===== config.mk =====
export PLATFORM = sky130hd
export DESIGN_NAME = hread_timing_gen
export DESIGN_NICKNAME = d
export VERILOG_FILES = /design/src/rtl/hrt_pkg.sv /design/src/rtl/hrt_cfg_shadow.sv /design/src/rtl/hrt_line_counter.sv /design/src/rtl/hrt_span.sv /design/src/rtl/hread_timing_gen.sv
export SDC_FILE = /design/constraint.sdc
export NUM_CORES = 1
export LEC_CHECK = 0
export BUFFER_PORTS_ARGS = -buffer_cell sky130_fd_sc_hd__buf_2
export CORE_MARGIN = 5
export CORE_UTILIZATION = 35
export DETAILED_ROUTE_END_ITERATION = 10
export PLACE_DENSITY = 0.61
export SYNTH_ARGS = -nofsm -noshare
export SYNTH_HDL_FRONTEND = slang
export SYNTH_HIERARCHICAL = 1
export SYNTH_SLANG_ARGS = --single-unit

===== constraint.sdc =====
create_clock -name clk -period 6.03 [get_ports clk]
set_clock_uncertainty 0.15 [all_clocks]
set_input_delay 0.3015 -clock clk [delete_from_list [all_inputs] [get_ports clk]]
set_output_delay 0.3015 -clock clk [all_outputs]
set_load 0.02 [all_outputs]

===== src/rtl/hrt_pkg.sv =====
// Package: shared width and configuration type of the horizontal readout
// timing generator. Assumes the line size and all timing points share one width.
package hrt_pkg;
    parameter int unsigned HRT_LINE_W = 11;

    // One snapshot of the timing registers, as held in the line shadow.
    typedef struct packed {
        logic [HRT_LINE_W-1:0] line;
        logic [HRT_LINE_W-1:0] phase;
        logic [HRT_LINE_W-1:0] lblank;
        logic [HRT_LINE_W-1:0] rblank;
    } hrt_cfg_t;
endpackage


===== src/rtl/hrt_cfg_shadow.sv =====
// Module: line-boundary shadow of the timing configuration.
// Captures cfg_in whenever load is high or reset is active. Otherwise it holds
// its value, so downstream decoders see constant settings for a whole line.
module hrt_cfg_shadow
    import hrt_pkg::*;
(
    input  logic     clk,
    input  logic     rst_n,
    input  logic     load,
    input  hrt_cfg_t cfg_in,
    output hrt_cfg_t cfg_q
);
    // Shadow capture: follow the inputs in reset and at each line boundary.
    always_ff @(posedge clk) begin
        if (!rst_n || load) begin
            cfg_q <= cfg_in;
        end
    end
endmodule


===== src/rtl/hrt_line_counter.sv =====
// Module: position counter for one read line.
// Counts 0..last_pos and then wraps. The run flag stays low through reset and
// for the first edge after it, so the first active clock is position 0.
// Assumes last_pos fits in CW bits.
module hrt_line_counter #(
    parameter int unsigned CW = 12
) (
    input  logic          clk,
    input  logic          rst_n,
    input  logic [CW-1:0] last_pos,
    output logic [CW-1:0] pos,
    output logic          run,
    output logic          wrap
);
    // End of line: the counter is active and sits on the last position.
    always_comb begin
        wrap = run && (pos == last_pos);
    end

    // Counter and run flag update.
    always_ff @(posedge clk) begin
        if (!rst_n) begin
            pos <= '0;
            run <= 1'b0;
        end else begin
            run <= 1'b1;
            if (run) begin
                pos <= wrap ? '0 : pos + 1'b1;
            end
        end
    end
endmodule


===== src/rtl/hrt_span.sv =====
// Module: half-open position window decoder.
// active is high while en is set and lo <= pos < hi. It is never high when
// hi <= lo. Purely combinational; the caller supplies registered inputs.
module hrt_span #(
    parameter int unsigned CW = 12
) (
    input  logic          en,
    input  logic [CW-1:0] pos,
    input  logic [CW-1:0] lo,
    input  logic [CW-1:0] hi,
    output logic          active
);
    // Window membership test.
    always_comb begin
        active = en && (pos >= lo) && (pos < hi);
    end
endmodule


===== src/rtl/hread_timing_gen.sv =====
// Module: horizontal readout timing generator (top).
// Decodes line_ref, hsync, rd_en, hblank and hclr from one line position
// counter. All timing points carry the fixed LAT latency. Configuration is
// shadowed at each line boundary. Assumes a single read clock domain and a
// synchronous active-low reset. Outputs decode registered state only.
module hread_timing_gen
    import hrt_pkg::*;
#(
    parameter int unsigned SYNC_LEN = 68,
    parameter int unsigned LAT      = 2
) (
    input  logic                  clk,
    input  logic                  rst_n,
    input  logic [7:0]            cfg_line_lo,
    input  logic [HRT_LINE_W-9:0] cfg_line_hi,
    input  logic [HRT_LINE_W-1:0] cfg_phase,
    input  logic [HRT_LINE_W-1:0] cfg_lblank,
    input  logic [HRT_LINE_W-1:0] cfg_rblank,
    output logic                  line_ref,
    output logic                  hsync,
    output logic                  rd_en,
    output logic                  hblank,
    output logic                  hclr
);
    localparam int unsigned CW    = HRT_LINE_W + 1;
    localparam int unsigned NSPAN = 3;
    localparam logic [CW-1:0] LAT_V  = CW'(LAT);
    localparam logic [CW-1:0] LAT_M1 = CW'(LAT - 1);
    localparam logic [CW-1:0] SYNC_V = CW'(SYNC_LEN);

    hrt_cfg_t      cfg_in;
    hrt_cfg_t      cfg_q;
    logic [CW-1:0] pos;
    logic [CW-1:0] last_pos;
    logic          run;
    logic          wrap;
    logic [CW-1:0] span_lo [NSPAN];
    logic [CW-1:0] span_hi [NSPAN];
    logic [NSPAN-1:0] span_on;

    // Assemble the incoming configuration snapshot.
    always_comb begin
        cfg_in.line   = {cfg_line_hi, cfg_line_lo};
        cfg_in.phase  = cfg_phase;
        cfg_in.lblank = cfg_lblank;
        cfg_in.rblank = cfg_rblank;
    end

    hrt_cfg_shadow u_shadow (
        .clk    (clk),
        .rst_n  (rst_n),
        .load   (!run || wrap),
        .cfg_in (cfg_in),
        .cfg_q  (cfg_q)
    );

    // Last position of the line: line size plus latency minus one.
    always_comb begin
        last_pos = {1'b0, cfg_q.line} + LAT_M1;
    end

    hrt_line_counter #(.CW(CW)) u_count (
        .clk      (clk),
        .rst_n    (rst_n),
        .last_pos (last_pos),
        .pos      (pos),
        .run      (run),
        .wrap     (wrap)
    );

    // Window bounds: sync, read enable, blanking.
    always_comb begin
        span_lo[0] = '0;
        span_hi[0] = SYNC_V;
        span_lo[1] = {1'b0, cfg_q.phase} + LAT_V;
        span_hi[1] = {1'b0, cfg_q.line} + LAT_V;
        span_lo[2] = {1'b0, cfg_q.lblank} + LAT_V;
        span_hi[2] = {1'b0, cfg_q.rblank};
    end

    for (genvar g = 0; g < NSPAN; g++) begin : g_span
        hrt_span #(.CW(CW)) u_span (
            .en     (run),
            .pos    (pos),
            .lo     (span_lo[g]),
            .hi     (span_hi[g]),
            .active (span_on[g])
        );
    end

    // Output decode from the counter and the windows.
    always_comb begin
        line_ref = run && (pos == '0);
        hsync    = span_on[0];
        rd_en    = span_on[1];
        hblank   = span_on[2];
        hclr     = run && (pos == ({1'b0, cfg_q.phase} + LAT_M1));
    end
endmodule


==> flow_summary.toml <==
[clock_tree]
cts_buffers = 9
clk_pin_slew_worst_paths_ns = 0.05
htreeDepth = 3
cts_tree = "built"
clock_path_buffers = 2
clkSinkCount = 57
clock-root-buffer = "clkbuf_16"
clkLatencyLatePin_ns = 0.33

[floorplanning]
fp.coreArea_mm2 = 0.0137
fp.dieW_um = 128
die-area_mm2 = 0.0163
start_util_pct = 35.3
die_y_um = 128
rows = 43
boundaryPins = 51

[yosys]
ys_types = 50
synth_seq_cells = 57
ys.flop_type = "edfxtp_1"
syn-instance-count = 508
syn-cell-area_mm2 = 0.00485
synth_compound_area_share_pct = 10.5
synth_fa_ha_area_share_pct = 19.4
ys_seq_area_share_pct = 32.6
synthMuxAreaShare_pct = 0.207
yosys.area_share.xor_xnor_pct = 12.3
synth-warning-count = 6
synth_top_family_by_area = "adder cells"
postSynthAreaPerCell_um2 = 9.54
async_reset_ff_share_pct = 0
synth_edf_count = 44
synth-simple-area-share_pct = 17.9

[power]
power_per_cell_area_mw_per_mm2 = 189
vdd_drop_max_mv = 0.145
p_leak_nw = 2.78

[detailed_routing]
wl_per_cell_um = 13.9
detail-route-antenna-nets = 0
vias = 3922
routed_wl_um = 11200
viasPerCell = 4.85
remaining_drc_errors = 0
firstDrtPassIters = 4
drt_iter0_markers = 186

[timing]
fmax_mhz = 262
layout_min_cycle_time_ns = 3.82
slew_viol_final = 0
min_period_over_period_pct = 63.3
hold_viol = 0
rsz0062_at_grt = "false"
tightest_slew_ns = 1.09
setup_viol = 0
relSlewSlack_pct = 27.1
finalSetupTns_ns = 0
fin_hold_ws_ns = 0.00746

[global_route]
grt_max_degree = 45
antenna_found_initial = 0
overflow = 0
grt_usage_pct = 14.3
grt_pass1_wl_um = 18700
grt_pass1_vias = 4032

[worst_setup_path]
worstPathCellList = "ha_1, and3_1, nand2_1, nor2_1, nand2_1, xnor2_1, xnor2_1, nand4_1, nor4_1, nand2b_1, nand2b_2"
worstPathArrival_ns = 3.61
slowest_delay_ns = 0.85
crit_slowest_cell = "nand2b_2"
crit_path_start_kind = "flop"
crit_path_end_kind = "flop"
cp_max_fo = 44
critPathBufInv = 0
required_ns = 5.82
crit_family = "simple AND/OR/NAND/NOR gates"
crit_type = "flop to flop"

[layout]
nNetsFinal = 744
multi_input_area_mm2 = 0.00301
drive_above_1_share_pct = 12.6
fillers = 1327
diodes = 0
area.growth.synth_to_final_pct = 24.8
seq_area_mm2 = 0.00158

[run]
drv_cap = 0

[outcome]
status = "finished clean"

[placed_design]
post-dp-hpwl_um = 7850
place.gp.congestion = 0.845
port_buffers = 50

[hold_path]
hold_class = "input pin to flop"
synthesized netlist by cell type, types with 2 or more instances:
library cell,n,area share [%]
a2111oi_1,6,1.2
a2111oi_2,4,1.2
a211o_1,3,0.54
a21o_1,12,1.9
a21oi_1,15,1.5
a31oi_1,6,0.77
and3_1,9,1.2
buf_2,2,0.21
buf_4,2,0.31
clkbuf_1,4,0.31
conb_1,2,0.15
dfxtp_1,13,5.4
edfxtp_1,44,27
ha_1,75,19
inv_1,77,6.0
nand2_1,21,1.6
nand2b_1,7,0.90
nand2b_4,3,0.85
nand3_1,26,2.7
nand3_2,3,0.62
nand3b_1,8,1.2
nand4_1,21,2.7
nor2_1,25,1.9
nor2b_1,5,0.65
nor3_1,7,0.72
nor4_1,4,0.52
o21ai_0,11,1.1
o22ai_1,2,0.26
or3_1,6,0.77
xnor2_1,44,8.0
xor2_1,22,4.0
report_power, final:
| group | leakage [nW] | switching [mW] | internal, mW | total (mW) |
|---|---|---|---|---|
| sequential | 0.554 | 0.0309 | 0.449 | 0.480 |
| clock | 0.144 | 0.177 | 0.315 | 0.491 |
| combinational | 2.08 | 0.0817 | 0.0921 | 0.174 |
worst register-to-register path, stage by stage, from the launching register on:
cell,delay (ns)
edfxtp_1,0.43
ha_1,0.26
and3_1,0.27
nand2_1,0.10
nor2_1,0.17
nand2_1,0.11
xnor2_1,0.20
xnor2_1,0.14
nand4_1,0.17
nor4_1,0.41
nand2b_1,0.15
nand2b_2,0.85
registers in the layout, indices dropped and copies added (netlist names):
signal	cells
u_count/pos	12
u_count/run	1
u_shadow/cfg_q	44
through the flow:
step,power [mW],instances,util (%),setup WS [ns],cell area (um2)
6_report,1.15,808,44.1,2.21,6050
3_5_place_dp,0.641,752,39.1,2.17,5360
5_1_grt,1.20,808,44.1,1.87,6050
4_1_cts,1.16,808,44.1,2.13,6050
2_1_floorplan,0.595,531,-,2.17,4930
3_3_place_gp,0.632,752,39.1,2.37,5360
repair_timing:
action	in CTS	in global routing
hold buffers	40	0
setup endpoints to repair	0	0
resized for setup	0	0
hold endpoints to repair	40	0
setup buffers	0	0
layout make-up:
class	instances	area share, %
well taps	180	3.72
multi-input cells	388	49.8
clock inverters	7	1.01
clock buffers	9	3.72
flip-flops and latches	57	26.2
repair buffers	90	10.8
inverters	77	4.78
path summary, 6_finish.rpt:
path	startpoint	to	cells past startpoint	slack [ns]
setup reg to reg	u_shadow/cfg_q[35]$_DFFE_PP_	u_shadow/cfg_q[20]$_DFFE_PP_	11	2.21
setup / recovery	u_shadow/cfg_q[35]$_DFFE_PP_	u_shadow/cfg_q[20]$_DFFE_PP_	11	2.21
hold reg to reg	u_count/run$_DFF_P_	u_count/pos[1]$_SDFFE_PN0P_	2	0.60
hold / removal	cfg_phase[10]	u_shadow/cfg_q[32]$_DFFE_PP_	1	0.007
cell usage in the layout (no fill, tap or decap), drive strengths merged, types with 3 or more instances in the layout:
master and count:
inv 77, ha 75, buf 50, xnor2 44, edfxtp 44, dlygate4sd3 40
nand3 29, nor2 25, conb 25, xor2 23, nand2 21, nand4 21
a21oi 15, dfxtp 13, a21o 12, o21ai 11, and3 10, nand2b 10
a2111oi 10, clkbuf 9, nand3b 8, nor3 7, or3 6, a31oi 6
clkinv 6, nor2b 5, nor4 4, a211o 3
cells by family after synthesis:
family,count (synthesis)
xor+xnor,67
compound gates,67
fa+ha+maj,75
flops,57
simple gates,153
mux,1
other cells,2
buf+inv,86
metal layers:
layer | GRT usage (%) | part of all wire [%] | vias up
li1 | - | - | 2012
met1 | 17.5 | 46 | 1824
met2 | 24.8 | 50 | 74
met3 | 2.63 | 3.4 | 12
met4 | 5.68 | 1.2 | 0
met5 | 0 | 0 | -
Note: power is estimated with default switching activity, not from simulation.
